## config.mk

```make
export PLATFORM = sky130hd
export DESIGN_NAME = ibfc_unit
export DESIGN_NICKNAME = d
export VERILOG_FILES = /design/src/rtl/ibfc_pkg.sv /design/src/rtl/ibfc_rx_watch.sv /design/src/rtl/ibfc_ins_ctl.sv /design/src/rtl/ibfc_status.sv /design/src/rtl/ibfc_unit.sv
export SDC_FILE = /design/constraint.sdc
export NUM_CORES = 1
export LEC_CHECK = 0
export ABC_CLOCK_PERIOD_IN_PS = 1300
export BUFFER_PORTS_ARGS = -buffer_cell sky130_fd_sc_hd__buf_4
export CAP_MARGIN = 20
export CELL_PAD_IN_SITES_DETAIL_PLACEMENT = 1
export CELL_PAD_IN_SITES_GLOBAL_PLACEMENT = 1
export CORE_UTILIZATION = 20
export DETAILED_ROUTE_END_ITERATION = 10
export GPL_TIMING_DRIVEN = 0
export HOLD_SLACK_MARGIN = 0.08
export PLACE_DENSITY = 0.8
export SETUP_SLACK_MARGIN = 0.5
export SYNTH_ARGS = -nofsm -noshare
export SYNTH_HDL_FRONTEND = slang
export SYNTH_SLANG_ARGS = --single-unit
```

## constraint.sdc

```tcl
create_clock -name clk -period 1.3 [get_ports clk]
set_input_delay 0.13 -clock clk [delete_from_list [all_inputs] [get_ports clk]]
set_output_delay 0.13 -clock clk [all_outputs]
set_load 0.1 [all_outputs]
```

## src/rtl/ibfc_pkg.sv

```systemverilog
// Package: shared bit positions and types for the in-band flow control unit.
// Assumes an 8-bit status register; the positions of the bits are part of the
// software-visible behaviour and must not move.
package ibfc_pkg;
    localparam int ST_W      = 8;
    localparam int ST_TXOFF  = 0;  // local transmitter halted by stop code
    localparam int ST_RMTOFF = 1;  // remote end halted by our stop code
    localparam int ST_RTS    = 2;
    localparam int ST_DTR    = 3;
    localparam int ST_SPEC   = 4;  // special code stored
    localparam int ST_TXIDLE = 7;

    localparam int NCMP    = 3;    // number of code comparators
    localparam int CMP_XON = 0;
    localparam int CMP_XOF = 1;
    localparam int CMP_SPC = 2;

    typedef enum logic {
        INS_STOP   = 1'b0,
        INS_RESUME = 1'b1
    } ins_kind_e;
endpackage

```

## src/rtl/ibfc_rx_watch.sv

```systemverilog
// Receive watcher: compares each completed character with the programmed
// codes, decides whether it is stored, and applies the receiver-disable
// control at character boundaries only (when rx_busy is low).
// Assumes rx_valid marks the last cycle of a character, one cycle wide.
module ibfc_rx_watch
    import ibfc_pkg::*;
#(
    parameter int CHAR_W = 8
) (
    input  logic              clk,
    input  logic              rst_n,
    input  logic              dis_req,
    input  logic              busy,
    input  logic              valid,
    input  logic [CHAR_W-1:0] char_in,
    input  logic [CHAR_W-1:0] code_xon,
    input  logic [CHAR_W-1:0] code_xoff,
    input  logic [CHAR_W-1:0] code_spec,
    output logic              dis_eff,
    output logic              hit_xon,
    output logic              hit_xoff,
    output logic              hit_spec,
    output logic              store
);
    logic [CHAR_W-1:0] codes [NCMP];
    logic [NCMP-1:0]   match;
    logic              is_flow;

    assign codes[CMP_XON] = code_xon;
    assign codes[CMP_XOF] = code_xoff;
    assign codes[CMP_SPC] = code_spec;

    // One equality comparator per programmed code.
    for (genvar g = 0; g < NCMP; g++) begin : g_cmp
        assign match[g] = valid && (char_in == codes[g]);
    end

    // Stop code has priority if both flow codes are programmed equal.
    assign hit_xoff = match[CMP_XOF];
    assign hit_xon  = match[CMP_XON] && !match[CMP_XOF];
    assign is_flow  = match[CMP_XOF] || match[CMP_XON];

    // Flow codes are never stored; others only while the receiver is enabled.
    assign store    = valid && !dis_eff && !is_flow;
    assign hit_spec = store && match[CMP_SPC];

    // Take over the disable request only between characters.
    always_ff @(posedge clk) begin
        if (!rst_n)      dis_eff <= 1'b0;
        else if (!busy)  dis_eff <= dis_req;
    end
endmodule

```

## src/rtl/ibfc_ins_ctl.sv

```systemverilog
// Insertion controller: holds one pending request to slip a stop or resume
// code into the transmit stream until the transmitter acknowledges it, and
// reports which code was sent. Assumes ins_ack is only meaningful while a
// request is shown.
module ibfc_ins_ctl
    import ibfc_pkg::*;
(
    input  logic clk,
    input  logic rst_n,
    input  logic sw_rst,
    input  logic xoff_trig,
    input  logic xon_cmd,
    input  logic rmt_off,
    input  logic ack,
    output logic req,
    output logic req_xon,
    output logic sent_xoff,
    output logic sent_xon
);
    logic      pend;
    ins_kind_e kind;
    logic      take_stop;

    // A stop request is accepted unless the remote is already halted with
    // nothing pending; it overrides a pending resume.
    assign take_stop = xoff_trig && (!rmt_off || (pend && kind == INS_RESUME));

    assign req       = pend;
    assign req_xon   = (kind == INS_RESUME);
    assign sent_xoff = ack && pend && (kind == INS_STOP);
    assign sent_xon  = ack && pend && (kind == INS_RESUME);

    // Pending request register: acknowledge first, new requests after.
    always_ff @(posedge clk) begin
        if (!rst_n || sw_rst) begin
            pend <= 1'b0;
            kind <= INS_STOP;
        end else begin
            if (ack && pend) pend <= 1'b0;
            if (take_stop) begin
                pend <= 1'b1;
                kind <= INS_STOP;
            end else if (xon_cmd) begin
                pend <= 1'b1;
                kind <= INS_RESUME;
            end
        end
    end
endmodule

```

## src/rtl/ibfc_status.sv

```systemverilog
// Status register: three sticky bits (local halt, remote halt, special code)
// plus read-only views of modem control and transmitter idleness.
// Assumes rd and wr are single-cycle strobes; read data is combinational.
module ibfc_status
    import ibfc_pkg::*;
(
    input  logic            clk,
    input  logic            rst_n,
    input  logic            sw_rst,
    input  logic            hit_xoff,
    input  logic            hit_xon,
    input  logic            hit_spec,
    input  logic            sent_xoff,
    input  logic            sent_xon,
    input  logic            rd,
    input  logic            wr,
    input  logic [ST_W-1:0] wdata,
    input  logic            rts_n,
    input  logic            dtr_n,
    input  logic            rts_flow,
    input  logic            dtr_flow,
    input  logic            loopback,
    input  logic            txf_empty,
    input  logic            txs_empty,
    output logic [ST_W-1:0] rdata,
    output logic            txoff,
    output logic            rmt_off,
    output logic            xon_cmd
);
    logic spec_flag;

    // Writing 0 to the remote-halt bit while it is set asks for a resume code.
    assign xon_cmd = wr && !wdata[ST_RMTOFF] && rmt_off;

    // Local halt: received stop wins over resume and over a clearing write.
    always_ff @(posedge clk) begin
        if (!rst_n || sw_rst)            txoff <= 1'b0;
        else if (hit_xoff)               txoff <= 1'b1;
        else if (hit_xon)                txoff <= 1'b0;
        else if (wr && !wdata[ST_TXOFF]) txoff <= 1'b0;
    end

    // Remote halt: follows the codes actually handed to the transmitter.
    always_ff @(posedge clk) begin
        if (!rst_n || sw_rst) rmt_off <= 1'b0;
        else if (sent_xoff)   rmt_off <= 1'b1;
        else if (sent_xon)    rmt_off <= 1'b0;
    end

    // Special-code flag: a set in the read cycle beats the read-clear.
    always_ff @(posedge clk) begin
        if (!rst_n || sw_rst) spec_flag <= 1'b0;
        else if (hit_spec)    spec_flag <= 1'b1;
        else if (rd)          spec_flag <= 1'b0;
    end

    // Read data assembly.
    always_comb begin
        rdata            = '0;
        rdata[ST_TXOFF]  = txoff;
        rdata[ST_RMTOFF] = rmt_off;
        rdata[ST_RTS]    = loopback ? rts_flow : !rts_n;
        rdata[ST_DTR]    = loopback ? dtr_flow : !dtr_n;
        rdata[ST_SPEC]   = spec_flag;
        rdata[ST_TXIDLE] = txf_empty && txs_empty;
    end
endmodule

```

## src/rtl/ibfc_unit.sv

```systemverilog
// Top of the in-band flow control unit for one serial channel: wires the
// receive watcher, the insertion controller and the status register.
// Assumes all inputs are synchronous to clk.
module ibfc_unit
    import ibfc_pkg::*;
#(
    parameter int CHAR_W = 8
) (
    input  logic              clk,
    input  logic              rst_n,
    input  logic              sw_rst,
    input  logic [CHAR_W-1:0] xon_char,
    input  logic [CHAR_W-1:0] xoff_char,
    input  logic [CHAR_W-1:0] spec_char,
    input  logic              rx_dis_req,
    input  logic              rx_busy,
    input  logic              rx_valid,
    input  logic [CHAR_W-1:0] rx_char,
    output logic              rx_store,
    input  logic              xoff_trig,
    output logic              ins_req,
    output logic              ins_xon,
    input  logic              ins_ack,
    output logic              tx_gate,
    input  logic              txf_empty,
    input  logic              txs_empty,
    input  logic              rts_n,
    input  logic              dtr_n,
    input  logic              rts_flow,
    input  logic              dtr_flow,
    input  logic              loopback,
    input  logic              st_rd,
    input  logic              st_wr,
    input  logic [ST_W-1:0]   st_wdata,
    output logic [ST_W-1:0]   st_rdata
);
    logic rx_dis_eff;
    logic hit_xon, hit_xoff, hit_spec;
    logic sent_xoff, sent_xon;
    logic txoff, rmt_off, xon_cmd;

    ibfc_rx_watch #(.CHAR_W(CHAR_W)) u_rx (
        .clk      (clk),
        .rst_n    (rst_n),
        .dis_req  (rx_dis_req),
        .busy     (rx_busy),
        .valid    (rx_valid),
        .char_in  (rx_char),
        .code_xon (xon_char),
        .code_xoff(xoff_char),
        .code_spec(spec_char),
        .dis_eff  (rx_dis_eff),
        .hit_xon  (hit_xon),
        .hit_xoff (hit_xoff),
        .hit_spec (hit_spec),
        .store    (rx_store)
    );

    ibfc_ins_ctl u_ins (
        .clk      (clk),
        .rst_n    (rst_n),
        .sw_rst   (sw_rst),
        .xoff_trig(xoff_trig),
        .xon_cmd  (xon_cmd),
        .rmt_off  (rmt_off),
        .ack      (ins_ack),
        .req      (ins_req),
        .req_xon  (ins_xon),
        .sent_xoff(sent_xoff),
        .sent_xon (sent_xon)
    );

    ibfc_status u_st (
        .clk      (clk),
        .rst_n    (rst_n),
        .sw_rst   (sw_rst),
        .hit_xoff (hit_xoff),
        .hit_xon  (hit_xon),
        .hit_spec (hit_spec),
        .sent_xoff(sent_xoff),
        .sent_xon (sent_xon),
        .rd       (st_rd),
        .wr       (st_wr),
        .wdata    (st_wdata),
        .rts_n    (rts_n),
        .dtr_n    (dtr_n),
        .rts_flow (rts_flow),
        .dtr_flow (dtr_flow),
        .loopback (loopback),
        .txf_empty(txf_empty),
        .txs_empty(txs_empty),
        .rdata    (st_rdata),
        .txoff    (txoff),
        .rmt_off  (rmt_off),
        .xon_cmd  (xon_cmd)
    );

    // Local transmitter runs only while no stop code is in force.
    assign tx_gate = !txoff;
endmodule

```

Yosys cells after proc, flatten, opt, wreduce, memory -nomap -nowiden
Cells that the tools add are included.
Operators by class
  eq/ne operators: 3
  muxes and demuxes: 12
  bitwise gates (word level): 1
  reduce and logical (&&, ||, !) cells: 34
Operators with widths (number)
  $eq A8 B8 Y1: 3
  $logic_and A1 B1 Y1: 16
  $mux W1: 12
  $logic_not A1 Y1: 10
  $reduce_bool A3 Y1: 2
  $reduce_bool A2 Y1: 2
  $logic_or A1 B1 Y1: 3
  $reduce_or A2 Y1: 1
  $not A1 Y1: 1
Word-level totals
  register bits: 6
  word-level logic and storage cells: 56

Logic depth before layout (Yosys ltp)
Gate-level depths: netlist of the first run.
  depth after elaboration: 7
  depth in mapped cells: 5

Modules after synthesis
A second synthesis of the first run with hierarchy kept.
Second synthesis, totals
  cell total of the unflattened synthesis: 81
  area total of the unflattened synthesis: 671.9 µm²
By module, submodules not included
  ibfc_rx_watch: times used 1, cells an instance 41, area each 374.1 µm², sequential area each 20.0 µm²
  ibfc_status: times used 1, cells an instance 27, area each 183.9 µm², sequential area each 60.1 µm²
  ibfc_ins_ctl: times used 1, cells an instance 12, area each 110.1 µm², sequential area each 40.0 µm²
  ibfc_unit: times used 1, cells an instance 1, area each 3.8 µm², sequential area each 0.0 µm²

Worst setup path before layout of the first run
No wires, ideal clock.
  path type: input to output
  start point: input rts_n
  end point: output st_rdata[2]
  arrival time: 2.243 ns
  required time: 1.170 ns
  path slack: -1.073 ns
  stages on the path: 1
  buffers on the path: 0
  cell sequence: o21ai_0
Between the ends
  cells in the longest elaborated chain, start to end: 2
RTL lines
  start, declared: RTL line ibfc_unit.sv:27  | input logic rts_n,
  $logic_not A1 Y1: RTL line ibfc_status.sv:62  | rdata[ST_RTS] = loopback ? rts_flow : !rts_n;
  $mux W1: RTL line ibfc_status.sv:62
  end, declared: RTL line ibfc_unit.sv:35  | output logic [ST_W-1:0] st_rdata
No other way between the ends.

Final worst setup path of the first run
  start point: input xon_char[5]
  end point: output rx_store
Between the ends
  cells in the longest elaborated chain, start to end: 5
RTL lines
  start, declared: RTL line ibfc_unit.sv:12  | input logic [CHAR_W-1:0] xon_char,
  $eq A8 B8 Y1: RTL line ibfc_rx_watch.sv:35  | assign match[g] = valid && (char_in == codes[g]);
  $logic_and A1 B1 Y1: RTL line ibfc_rx_watch.sv:35
  $logic_or A1 B1 Y1: RTL line ibfc_rx_watch.sv:41  | assign is_flow = match[CMP_XOF] || match[CMP_XON];
  $logic_not A1 Y1: RTL line ibfc_rx_watch.sv:44  | assign store = valid && !dis_eff && !is_flow;
  $logic_and A1 B1 Y1: RTL line ibfc_rx_watch.sv:44
  end, declared: RTL line ibfc_unit.sv:19  | output logic rx_store,
No other way between the ends.

==> metrics, run 1 <==
M2 GR Usage=30.3%; Post-synth EDFFs=0; delay-heaviest family, CP=simple AND/OR/NAND/NOR gates; number of synthesized register bits=6; Vias=791; Synth top area share=22.1%; # setup viols final=2; GRT met3 Usage=2.30%; status=complete, but fails checks; row cnt=19; Max FO, Critical Path=2; die area=0.00320 mm^2; CTS Buffer Depth=2; Mapped Area=596 um^2; die width=56.6 um; post-synthesis sequential area ratio=20.2%; Max stage delay on crit path=300 ps; Worst Skew=5.42 ps; Hold Fails Final Rpt=0; Placed Cells incl. Taps=165; Place WS=-158 ps; first-pass GRT wire length=3860 um; layout cells sized above 1=65.3%; Root Driver=clkbuf_4; CP Launch Type=input pin; GP Congestion=0.752; CTS tree=done; 1st-iter DRT viols=14; RSZ-0062 raised after global routing=true; vias in the first global route=895; CP endpoint kind=primary output; critical path arrival=1280 ps; final WL=2370 um; hold crit path type=input pin to flop; busiest grt layer=met2; ANT cells=0; CP required=1170 ps; clock latency on the worst-skew pair=250 ps; maximum vdd drop=0.356 mV; DR DRC count=0; Avg WL per Cell=13.5 um; GR Layer Usage met1=16.4%; FMAX=709 MHz; first-pass iteration count of the detailed router=4; post-route antenna net violation count=0; CTS HTree Levels=1; Async SR Flop Fraction=0%; antenna violations before repair=0; Final Cycle Share=109%; io pins=69; gr usage total=15.7%; CTS sink count=6; failing checks=negative setup slack; Placeable Area=0.00278 mm^2; Vias/cell=4.52; DP Wirelength=1890 um; final core utilization=49.8%; post-route minimum period=1410 ps; Layout Cells excl Fill=175; top_reg_cell synth=dfxtp_1; crit path kind=input pin to primary output; total global routing overflow=0; starting density of the core=21.4%; CP Buf/Inv Count=2; CP max stage cell=nor4_2; Cells after Synth=73; library cells used by synthesis=23; Clock transition at path regs=40 ps; Final Slew Violations=0; average size of a mapped cell=8.16 um^2; cell taking the most area after synthesis=xor2_1; Num CTS Buffers=3; Final WS setup=-111 ps; Nets=203; Pwr Density=565 mW/mm^2; Cell Chain, Critical Path=buf_6 -> xor2_2 -> nor4_2 -> nand4_1 -> and4b_4 -> buf_12; synth warn=0; largest net degree at the start of global routing=7; maxcap violations=0; port bufs=60; area growth from synthesis to layout=133%; Die H=56.6 um; LEAKAGE=0.000624 uW; largest cells by area after synthesis=xor2_1 22%, dfxtp_1 20%, xnor2_1 13%, buf_4 6.3%, a21oi_1 4.2%
-- per-layer routing --
metal	share of wire, %	up-vias	wire (um)
met5	0	-	0
met3	6.5	2	153
met4	1.5	0	35
li1	-	383	-
met1	36	368	862
met2	56	38	1320
-- sequential cells by signal (all words and copies together) (netlist names) --
| signal | count |
|---|---|
| u_ins.req | 1 |
| u_ins.req_xon | 1 |
| u_rx.dis_eff | 1 |
| u_st.rmt_off | 1 |
| u_st.spec_flag | 1 |
| u_st.txoff | 1 |
-- final timing paths --
check,startpoint,end,slack (ps),depth (start not counted)
worst max-delay path,xon_char[5],rx_store,-110,6
worst min-delay path,rst_n,u_rx.dis_eff$_SDFFE_PN0N_,120,2
worst max register to register,u_ins.req$_SDFFE_PP0P_,u_ins.req_xon$_SDFFE_PP0P_,430,4
worst min register to register,u_ins.req_xon$_SDFFE_PP0P_,u_st.rmt_off$_SDFFE_PP0P_,510,1
-- cells by family (layout without fill, tap and decap cells) --
family / Yosys count / after routing / share of synthesized area (%)
multiplexers: 2 / 2 / 3.36
AND/OR/NAND/NOR: 25 / 25 / 25.0
buffers and inverters: 6 / 76 / 6.93
XOR/XNOR: 24 / 24 / 35.3
other: 1 / 2 / 0.630
flip-flops: 6 / 6 / 20.2
AO/OA/AOI/OAI: 9 / 9 / 8.61
-- cells in the mapped netlist (2+ instances only) --
cell type	number
nand4_1	3
nor2_1	3
nand3_1	2
nand2b_1	3
buf_4	5
dfxtp_1	6
nor3_1	2
nor2b_1	2
a21oi_1	5
mux2i_1	2
nand2_1	4
nor4_1	2
xor2_1	15
o21ai_0	2
xnor2_1	9
-- power breakdown --
part	switching, uW	internal (uW)
sequential	3.73	182
clock	74.6	105
combinational	218	199
total	296	486
-- stage by stage --
step                      setup TNS (ps)  hold WS (ps)  total power, uW  cell area (um^2)
final                               -116           123              782              1390
after CTS                          -94.3          96.3              779              1350
after detailed placement            -220           369              573              1120
after floorplan                        0           247              395               632
after global routing                -272           133              819              1390
after global placement              -192           356              564              1120
-- layout make-up --
| type | count | area (um^2) |
|---|---|---|
| fillers | 331 | 1400 |
| repair buffers | 67 | 628 |
| multi-input cells | 62 | 503 |
| flip-flops and latches | 6 | 136 |
| plain buffers | 5 | 48.8 |
| well taps | 31 | 38.8 |
| clock buffers | 3 | 22.5 |
| inverters | 1 | 7.51 |
-- worst register-to-register path: stages, from the launching register on --
cell and delay, ps:
dfxtp_4 350, buf_6 130, mux2i_1 130, a21oi_1 80, nor2_1 100
-- placed cells by master, fill, tap and decap left out, drive strengths merged, types with 3 or more instances in the layout --
cell and n:
nor2 3, a21oi 5, clkbuf 3, xnor2 9, nor4 3, nand2 4
nand4 3, nand2b 3, dfxtp 6, buf 72, xor2 15
-- repair_timing --
action / in CTS / in global routing
hold endpoints to repair: 0 / 0
hold buffers: 0 / 0
setup endpoints to repair: 12 / 13
setup buffers: 6 / 1
gates resized for setup: 42 / 5
pin swaps: 10 / 3
(Power assumes the default switching activity.)
==> run 2: changes to the inputs <==
CORE_UTILIZATION = 22   (was 20)
PLACE_DENSITY = 0.81   (was 0.8)
SYNTH_HIERARCHICAL = 1   (was not set)
==> metrics, run 2 <==
status=complete, but fails checks; failing checks=design-rule violations; Die H=57.3 um (+1.2%); Comb pwr share=56.1% (+2.8 points); row cnt=19 (unchanged); sequential share of power=21.4% (-2.3 points); Cells after Synth=81 (+11%); Fin Hold WS=46.1 ps (-77.2 ps); Clock transition at path regs=50 ps (about the same); post-route antenna net violation count=0 (unchanged); Mapped Area=672 um^2 (+13%); final WL=2840 um (+20%); Post-synth EDFFs=0 (unchanged); top_reg_cell synth=dfxtp_1; multi-input combinational cell area=697 um^2 (+39%); Pwr Density=545 mW/mm^2 (-3.5%); gr usage total=17.2% (+1.5 points); most common cell in the netlist=xnor2_1; Max stage delay on crit path=330 ps (+30 ps); post-synthesis sequential area ratio=17.9% (-2.3 points); GP Congestion=0.705 (-6.3%); Cell Chain, Critical Path=nor4b_4 -> buf_6; area occupied by registers=138 um^2 (+0.92%); antenna violations before repair=0 (unchanged); Place WS=-87.3 ps (+70.9 ps); CTS tree=done; LEAKAGE=0.000778 uW (+25%); Tot Pwr=881 uW (+13%); post-route minimum period=1300 ps (-113 ps); average size of a mapped cell=8.29 um^2 (+1.7%); crit path kind=flop to primary output; largest net degree at the start of global routing=6 (-1); list of most frequent post-synthesis cells=16 x xnor2_1, 8 x xor2_1, 7 x nand2_1; area growth from synthesis to layout=141%; CTS sink count=6 (unchanged); Avg WL per Cell=15.4 um (+14%); DP Wirelength=2030 um (+7.4%); Num CTS Buffers=3 (unchanged); Nets=211 (+3.9%); die width=57.3 um (+1.2%); io pins=69 (unchanged); Final Slew Violations=0 (unchanged); hold crit path type=input pin to flop; CP max stage cell=dfxtp_2; worst min-delay path startpoint=sw_rst; Root Driver=clkbuf_4; 1st-iter DRT viols=18 (+4); Max FO, Critical Path=3 (+1); FMAX=771 MHz (+8.7%); fillers=308 (-6.9%); CTS Buffer Depth=2 (unchanged); RSZ-0062 raised after global routing=true; Vias/cell=4.63 (+2.3%); Sw Ratio=38.0% (+0.10 points); Final WS setup=2.47 ps (+113 ps); Synth top area share=20.9% (-1.2 points); maximum vdd drop=0.310 mV (-13%); CP startpoint=u_rx/dis_eff$_SDFFE_PN0N_; CP required=1170 ps (about the same); port bufs=60 (unchanged); clock latency on the worst-skew pair=260 ps (about the same); critical path arrival=1170 ps (-110 ps); ANT cells=0 (unchanged); Clock power frac=22.5% (-0.5 points); Final Cycle Share=99.8% (-8.7 points); starting density of the core=23.8% (+2.3 points); CP endpoint kind=primary output; # setup viols final=0 (-2); Worst Skew=12.3 ps (+6.84 ps); synth warn=6 (+6); number of synthesized register bits=6 (unchanged); die area=0.00328 mm^2 (+2.5%); vias in the first global route=957 (+6.9%); Placeable Area=0.00283 mm^2 (+1.7%); library cells used by synthesis=26 (+13%); most common cell after layout, fill and taps aside=buf_4; switching power=334 uW (+13%); Vias=851 (+7.6%); total global routing overflow=0 (unchanged); DR DRC count=7 (+7); first-pass GRT wire length=4230 um (+9.6%); CTS HTree Levels=1 (unchanged); cell taking the most area after synthesis=xnor2_1; layout cells sized above 1=75.2% (+9.9 points); maxcap violations=0 (unchanged); reg2reg start=u_st/rmt_off$_SDFFE_PP0P_; internal power=547 uW (+12%); largest cells by area after synthesis=xnor2_1 21%, dfxtp_1 18%, xor2_1 10%, buf_4 5.6%, nor3_4 4.8%; Async SR Flop Fraction=0% (unchanged); first-pass iteration count of the detailed router=6 (+2); Hold Fails Final Rpt=0 (unchanged); most frequent cells in the layout=48 x buf_4, 16 x buf_6, 11 x xnor2_2; CP Launch Type=flop
## run 2: cell types whose count changed after synthesis, moves of 3 or more
cell / delta
inv_1: +4
nand2_1: +3
a21oi_1: -3
xor2_1: -7
xnor2_1: +7
nor2_1: +3
## run 2: power groups by stage
stage          clock, uW  combinational [uW]  sequential [uW]
4_1_cts              198                 439              187
5_1_grt              215                 518              189
3_3_place_gp           0                 386              193
2_1_floorplan          0                 210              203
3_5_place_dp           0                 397              194
6_report             198                 494              188
## run 2: cell families (layout without fill, tap and decap cells)
group                     count (synthesis)  after routing  share of synthesized area, %
and+or+nand+nor                          32             32                          33.3
xor gates and xnor gates                 24             24                          31.3
buffers and inverters                    10             81                          8.38
AOI/OAI and AO/OA                         7              7                          7.08
DFF                                       6              6                          17.9
other                                     1              2                         0.558
muxes                                     1              1                          1.49
## run 2: through the flow
stage	TNS (ps)	utilization (%)	area, um^2	std cells
6_report	0	57.2	1620	184
5_1_grt	-32.7	57.2	1620	184
4_1_cts	-15.6	51.9	1470	183
3_5_place_dp	-181	42.7	1210	173
3_3_place_gp	-67.5	42.7	1210	173
2_1_floorplan	-660	-	719	82
## run 2: critical path, delay by kind of cell (launching register included)
| family | cells | cell delay [ps] |
|---|---|---|
| flops | 1 | 330 |
| simple gates | 1 | 300 |
| buf+inv | 1 | 270 |
## run 2: area by class of cell
class                   instances  area share, %
well taps                      31           2.40
inverters                       5           1.39
multi-input cells              66           43.1
clock buffers                   4           1.62
repair buffers                 67           40.0
flip-flops and latches          6           8.51
plain buffers                   5           3.02
## run 2: timing repair
| action | in CTS | in global routing |
|---|---|---|
| pin swaps | 10 | 20 |
| setup endpoints to repair | 14 | 13 |
| gates resized for setup | 44 | 25 |
| hold endpoints to repair | 1 | 1 |
| setup buffers | 6 | 1 |
## run 2: layer usage
metal | wire (um) | global-route usage (%) | up-vias
li1 | - | - | 403
met1 | 902 | 17.8 | 397
met2 | 1640 | 33.8 | 47
met3 | 269 | 5.22 | 4
met4 | 25 | 3.48 | 0
met5 | 0 | 0 | -
## run 2: worst paths after layout
kind | slack, ps | endpoint | cells past startpoint
setup / recovery | 2 | rx_store | 2
hold / removal | 50 | u_ins/req_xon$_SDFFE_PP0P_ | 2
setup reg to reg | 330 | u_ins/req$_SDFFE_PP0P_ | 3
hold reg to reg | 530 | u_st/spec_flag$_SDFFE_PP0P_ | 2
==> run 3: changes to the inputs <==
ABC_CLOCK_PERIOD_IN_PS = 1050   (was 1300)
CORE_UTILIZATION = 20   (was 22)
PLACE_DENSITY = 0.78   (was 0.81)
clock period = 1.05 ns   (was 1.3 ns; I/O delays follow)
==> metrics, run 3 (synthesis gave the netlist of run 2 again) <==
Max stage delay on crit path=350 ps (+20 ps); maxcap violations=0 (unchanged); RR Endpoint=u_st/spec_flag$_SDFFE_PP0P_; area growth from synthesis to layout=134%; io pins=69 (unchanged); hold crit path type=input pin to flop; Fin Hold WS=39.1 ps (-7.07 ps); LEAKAGE=0.000701 uW (-10%); post-route antenna net violation count=0 (unchanged); Nets=208 (-1.4%); ANT cells=0 (unchanged); Place WS=-337 ps (-250 ps); CP max stage cell=dfxtp_4; starting density of the core=21.5% (-2.3 points); status=complete, but fails checks; internal power=645 uW (+18%); CTS tree=done; fin area=0.00157 mm^2 (-2.8%); worst min-delay path startpoint=sw_rst; final WL=2750 um (-3.2%); Hold Fails Final Rpt=0 (unchanged); crit path kind=flop to primary output; clock latency on the worst-skew pair=250 ps (about the same); Min-Delay Path Depth=2 (unchanged); CP required=940 ps (-230 ps); DP Wirelength=2200 um (+8.6%); Clock transition at path regs=50 ps (about the same); CP Launch Type=flop; # setup viols final=3 (+3); first-pass GRT wire length=4400 um (+4.1%); CTS HTree Levels=1 (unchanged); CTS Buffer Depth=2 (unchanged); Comb pwr share=56.4% (+0.3 points); reg2reg start=u_rx/dis_eff$_SDFFE_PN0N_; Cell Chain, Critical Path=nor4b_4 -> buf_6; port bufs=60 (unchanged); Final Slew Violations=0 (unchanged); 1st-iter DRT viols=5 (-13); Num CTS Buffers=3 (unchanged); sequential share of power=22.6% (+1.2 points); failing checks=negative setup slack; Max FO, Critical Path=3 (unchanged); Tot Pwr=1030 uW (+16%); total global routing overflow=0 (unchanged); layout cells sized above 1=69.8% (-5.4 points); row cnt=20 (+1); Root Driver=clkbuf_4; first-pass iteration count of the detailed router=4 (-2); switching power=381 uW (+14%); Final Cycle Share=117%; vias in the first global route=937 (-2.1%); FMAX=817 MHz; largest net degree at the start of global routing=6 (unchanged); most frequent cells in the layout=47 x buf_4, 13 x xnor2_1, 11 x buf_12; CTS sink count=6 (unchanged); CP endpoint kind=primary output; die width=60.0 um (+4.7%); Register-to-Register Path Depth=4 (+1); gr usage total=17.0% (-0.15 points); post-route minimum period=1220 ps; Avg WL per Cell=14.3 um (-7.7%); critical path arrival=1120 ps (-50 ps); flop2flop setup slack=90 ps (-240 ps); Die H=60.0 um (+4.7%); Placeable Area=0.00313 mm^2 (+11%); Final WS setup=-174 ps (-177 ps); multi-input combinational cell area=596 um^2 (-15%); DR DRC count=0 (-7); fillers=350 (+14%); GP Congestion=0.737 (+4.5%); Vias/cell=4.20 (-9.1%); Post-DP Area=0.00127 mm^2 (+5.3%); area occupied by registers=140 um^2 (+1.8%); die area=0.00360 mm^2 (+9.6%); RSZ-0062 raised after global routing=true; antenna violations before repair=0 (unchanged); Sw Ratio=37.2% (-0.79 points); Worst Hold End=u_ins/req_xon$_SDFFE_PP0P_; Pwr Density=652 mW/mm^2 (+20%); Vias=811 (-4.7%); maximum vdd drop=0.399 mV (+29%); most common cell after layout, fill and taps aside=buf_4; Worst Skew=5.53 ps (-6.74 ps); Clock power frac=21.0% (-1.5 points)
[run 3: worst max path at each step]
stage | startpoint | to | slack, ps | cells past startpoint
floorplan | rx_char[2] | rx_store | -550 | 4
global placement | rx_char[2] | u_st/txoff$_SDFFE_PP0P_ | -270 | 8
detailed placement | rx_char[7] | u_st/txoff$_SDFFE_PP0P_ | -340 | 8
CTS | rx_char[4] | rx_store | -210 | 6
global route | u_rx/dis_eff$_SDFFE_PN0N_ | rx_store | -210 | 2
finish | u_rx/dis_eff$_SDFFE_PN0N_ | rx_store | -170 | 2
[run 3: power by group through the flow]
stage               Combinational [uW]  Clock [uW]  Sequential (uW)
floorplan                          262           0              248
global placement                   480           0              236
detailed placement                 495           0              236
CTS                                572         227              232
global route                       608         251              233
finish                             579         215              232
[run 3: worst max-delay path: cells and delay by family, from the launching register on]
kind / cells / cell delay, ps
buffers and inverters: 1 / 260
AND/OR/NAND/NOR: 1 / 260
flip-flops: 1 / 350
[run 3: final cells by class]
class / instances / area share (%)
sequential: 6 / 8.91
clock buffer: 3 / 1.43
timing repair buffer: 64 / 42.1
buffer: 5 / 4.77
multi-input combinational: 66 / 37.9
inverter: 5 / 1.43
tap: 44 / 3.50
[run 3: through the flow]
step | utilization [%] | TNS [ps] | std cells
3_5_place_dp | 40.7 | -834 | 186
5_1_grt | 50.3 | -437 | 193
2_1_floorplan | - | -1110 | 82
6_report | 50.3 | -287 | 193
3_3_place_gp | 40.7 | -699 | 186
4_1_cts | 48.8 | -299 | 191
[run 3: what timing repair did]
item | 4_1_cts | 5_1_grt
hold endpoints to repair | 1 | 1
setup endpoints to repair | 16 | 16
buffers inserted | 2 | 2
pin swaps | 13 | 6
gates cloned | 0 | 0
gates resized for setup | 51 | 7
[run 3: metal layers]
| layer | routed length (um) | share of wire [%] | track usage, % |
|---|---|---|---|
| met5 | 0 | 0 | 0 |
| met4 | 6 | 0.22 | 3.32 |
| met3 | 80 | 2.9 | 4.33 |
| met2 | 1740 | 63 | 35.6 |
| met1 | 921 | 33 | 16.3 |
